==> config.mk <==
export PLATFORM = sky130hd
export DESIGN_NAME = ushift4
export DESIGN_NICKNAME = d
export VERILOG_FILES = /design/src/rtl/ushift4.sv
export SDC_FILE = /design/constraint.sdc
export NUM_CORES = 1
export LEC_CHECK = 0
export ABC_AREA = 1
export BUFFER_PORTS_ARGS = -buffer_cell sky130_fd_sc_hd__buf_2
export CORE_AREA = 4 4 41 43
export DETAILED_ROUTE_END_ITERATION = 10
export DIE_AREA = 0 0 45 47
export SLEW_MARGIN = 20
export SYNTH_ARGS = -nofsm -noshare
export SYNTH_HDL_FRONTEND = slang
export SYNTH_SLANG_ARGS = --single-unit
==> constraint.sdc <==
create_clock -name clk -period 1.2 [get_ports clk]
set_input_delay 0.12 -clock clk [delete_from_list [all_inputs] [get_ports clk]]
set_output_delay 0.12 -clock clk [all_outputs]
set_load 0.01 [all_outputs]
==> src/rtl/ushift4.sv <==
module ushift4 #(
  parameter int WIDTH = 4
) (
  input  logic             clk,
  input  logic             clr,
  input  logic             sel0,
  input  logic             sel1,
  input  logic [WIDTH-1:0] par_in,
  input  logic             sin_rshift,
  input  logic             sin_lshift,
  output logic [WIDTH-1:0] par_out,
  output logic             msb_out,
  output logic             lsb_out
);

  localparam int MSB = WIDTH - 1;

  logic [MSB:0] q;
  logic [MSB:0] q_nxt;

  always_comb begin
    unique case ({sel0, sel1})
      2'b00: q_nxt = q;
      2'b01: q_nxt = {sin_rshift, q[MSB:1]};
      2'b10: q_nxt = {q[MSB-1:0], sin_lshift};
      default: q_nxt = par_in;
    endcase
  end

  always_ff @(posedge clk) begin
    if (clr) q <= '0;
    else     q <= q_nxt;
  end

  assign par_out = q;
  assign msb_out = q[MSB];
  assign lsb_out = q[0];

endmodule

-- After elaboration in Yosys (flattened, before gate mapping)
Index checks and enable logic that the tools add are counted.
- flip-flop bits (word level): 4
- input bits: 10
- logic and storage cells: 5
- equal/unequal tests: 2
- muxes and demuxes: 1
- reduce and logical (&&, ||, !) cells: 1
- operators by type and width (kind ; count):
    4-bit case mux with 3 select lines ; 1
    2-bit by 1-bit == test with 1-bit output, second input constant ; 1
    2-bit == test, second input constant ; 1
    2-bit logical NOT ; 1

-- Depth between registers and ports, before layout
- depth after elaboration: 2
- mapped depth: 6
- gate-level depth less buffers: 6

-- Least setup slack after synthesis
OpenSTA, ideal clock, no wires.
- path kind: input to register
- start point: input sel0
- end point: register q[0], in the netlist par_out[0]
- setup time: 0.121 ns
- arrival: 0.836 ns
- setup slack: 0.243 ns
- cell stages on the path: 5
- buffers on the path: 0
- cell sequence: inv_1 > ha_1 > or2_1 > nand2_1 > a21oi_1
- longest elaborated chain between the ends: 2
- elaborated cells on any way between the ends: 4
- ends and longest elaborated chain (item ; RTL line ; source):
    start, declared ; 6 ; input logic sel0,
    2-bit == test, or another cell as far along ; 22 ; unique case ({sel0, sel1})
    4-bit case mux with 3 select lines ; 22 ;
    end signal, assigned ; 32 ; else q <= q_nxt;
    end, declared ; 18 ; logic [MSB:0] q;
Several ways; a longest one is shown, not always the timed one.
A chain may end at the register's enable or synchronous reset.

-- Worst setup path after layout
- start point: input sel0
- end point: register q[3], in the netlist par_out[3]
The elaborated chain is that of the path after synthesis.

==> results.py <==
metrics = {
    "timing": {
        "fin_skew_ns": 0.00000634,
        "hold_viol": 0,
        "setup_ws_ns": 0.296,
        "whs_ns": 0.176,
        "finalCriticalPeriod_ns": 0.904,
        "period_share_pct": 75.3,
        "slew_headroom_pct": 87.0,
        "final_max_slew_viol_count": 0,
        "fmax_mhz": 1110,
        "tns_ns": 0,
        "rsz0062_at_grt": "false",
        "setup_viol": 0,
        "worst_pin_slew_ns": 0.195,
    },
    "logic_synthesis": {
        "yosys_warnings": 0,
        "syn_area_per_cell_um2": 6.77,
        "synth_edf_count": 0,
        "ys_seq_area_share_pct": 28.8,
        "yosysTopAreaCell": "dfxtp_1",
        "synthDistinctLibCells": 9,
        "synth_fp_nets": 54,
        "synth_cells": 41,
        "syn-cell-area_um2": 278,
        "synth_top_cells_by_area": "dfxtp_1 29%, nand2_1 16%, ha_1 14%, or2_1 9.0%, a21oi_1 7.2%",
        "async_flop_share_pct": 0,
        "synth.most_common_cell": "nand2_1",
        "synth_top_area_share_pct": 28.8,
        "ys_ff_latch": 4,
        "ys.flop_type": "dfxtp_1",
    },
    "clocking": {
        "cts_tree": "done",
        "clock_latency_ns": 0.23,
        "cts_made_buffers": 3,
        "cts-root-buf": "clkbuf_4",
        "cts_resized": 0,
        "ctsLongestPathBuffers": 2,
        "post_cts_buffers": 0,
        "path_clk_slew_ns": 0.04,
        "hold_buffers": 0,
        "cts.sinks": 4,
        "htreeDepth": 1,
    },
    "worst_setup_path": {
        "r2r_start": "par_out[2]",
        "arrival_ns": 1.02,
        "path_class": "in -> reg",
        "cp_max_fo": 8,
        "endpoint_kind": "flop",
        "cp.required_ns": 1.31,
        "crit_path_start_kind": "input port",
        "crit_start": "sel0",
    },
    "power": {
        "ir_worst_vdd_mv": 0.204,
        "leakage_nw": 0.205,
        "power_density_mw_per_mm2": 1130,
        "finalPower_uw": 427,
    },
    "finish": {
        "largest_reg_flops": 4,
        "multi_input_comb_area_um2": 168,
        "design_area_um2": 379,
        "diodes": 0,
        "fillers": 160,
        "drive_above_1_share_pct": 31.6,
        "utilization_pct": 29.1,
        "layout.nets": 72,
        "syn2layout_area_growth_pct": 36.5,
        "seq_area_um2": 80.1,
        "post_layout_nonfiller_instances": 72,
    },
    "placed_design": {
        "dp_cells": 69,
        "dp_slack_ns": 0.0523,
        "dp_hpwl_um": 537,
        "gp_congestion": 0.748,
        "postPlaceCellArea_um2": 357,
        "portBuffers": 15,
    },
    "route": {
        "vias": 291,
        "antenna_left": 0,
        "viasPerCell": 4.04,
        "drt_iter0_drc": 4,
        "firstDrtPassIters": 3,
        "wl_per_cell_um": 8.83,
        "route.detailed.drc": 0,
        "drt-total-wl_um": 636,
    },
    "status": {
        "run_status": "completed",
    },
    "die": {
        "start_util_pct": 21.3,
        "ios": 16,
        "dieHeight_um": 47,
        "core_area_mm2": 0.00130,
        "die-area_mm2": 0.00212,
        "placementRows": 13,
        "fp.dieW_um": 45,
    },
    "global_routing": {
        "grt_pass1_vias": 262,
        "grt_first_pass_wirelength_um": 1050,
        "grt_use_total_pct": 7.02,
        "globalRouteOverflowTotal": 0,
        "antenna_found_initial": 0,
        "grt_max_degree": 9,
    },
    "hold_path": {
        "hp-start": "clr",
        "min_path_type": "in -> reg",
    },
    "job": {
        "maxCapViolations": 0,
    },
}
[cell usage in the layout (no fill, tap or decap), drive strengths merged]
master / n
a21oi: 4
buf: 15
clkbuf: 3
dfxtp: 4
ha: 3
inv: 4
nand2: 12
nand3: 4
o21ai: 4
or2: 4
[worst paths after layout]
kind	slack (ns)	cells past startpoint	endpoint
worst max-delay path	0.30	6	par_out[3]
worst min-delay path	0.18	4	par_out[0]
worst max register to register	0.45	4	par_out[1]
worst min register to register	0.56	2	par_out[0]
[per-layer routing]
layer / share of wire, % / wire length (um) / vias to the layer above / track usage [%]
met5: 0 / 0 / - / 0
met4: 0 / 0 / 0 / 7.02
met3: 13 / 84 / 0 / 1.92
met2: 37 / 234 / 14 / 9.04
met1: 50 / 317 / 114 / 9.07
li1: - / - / 163 / -
[power by group]
group	internal, mW	switching [mW]
Combinational	0.0491	0.0551
Clock	0.112	0.0520
Sequential	0.147	0.0122
Total	0.308	0.119
[cell type report]
type / count / area share [%]
repair buffers: 15 / 19.8
well taps: 15 / 4.95
multi-input cells: 31 / 44.2
flip-flops and latches: 4 / 21.1
inverters: 4 / 3.96
clock buffers: 3 / 5.94
[cells by family (layout without fill, tap and decap cells)]
| kind of cell | Yosys count | in the layout | synth area share, % |
|---|---|---|---|
| AO/OA/AOI/OAI | 8 | 8 | 14.4 |
| buffers and inverters | 6 | 22 | 10.8 |
| flip-flops | 4 | 4 | 28.8 |
| AND/OR/NAND/NOR | 20 | 20 | 32.4 |
| adder cells (fa/ha/maj) | 3 | 3 | 13.5 |
[worst max-delay path, stage by stage]
cell and delay [ns]:
buf_2 0.09, inv_1 0.05, ha_1 0.37, or2_1 0.25, nand2_1 0.07, a21oi_1 0.06
No activity file was read; power rests on OpenSTA's default activity.
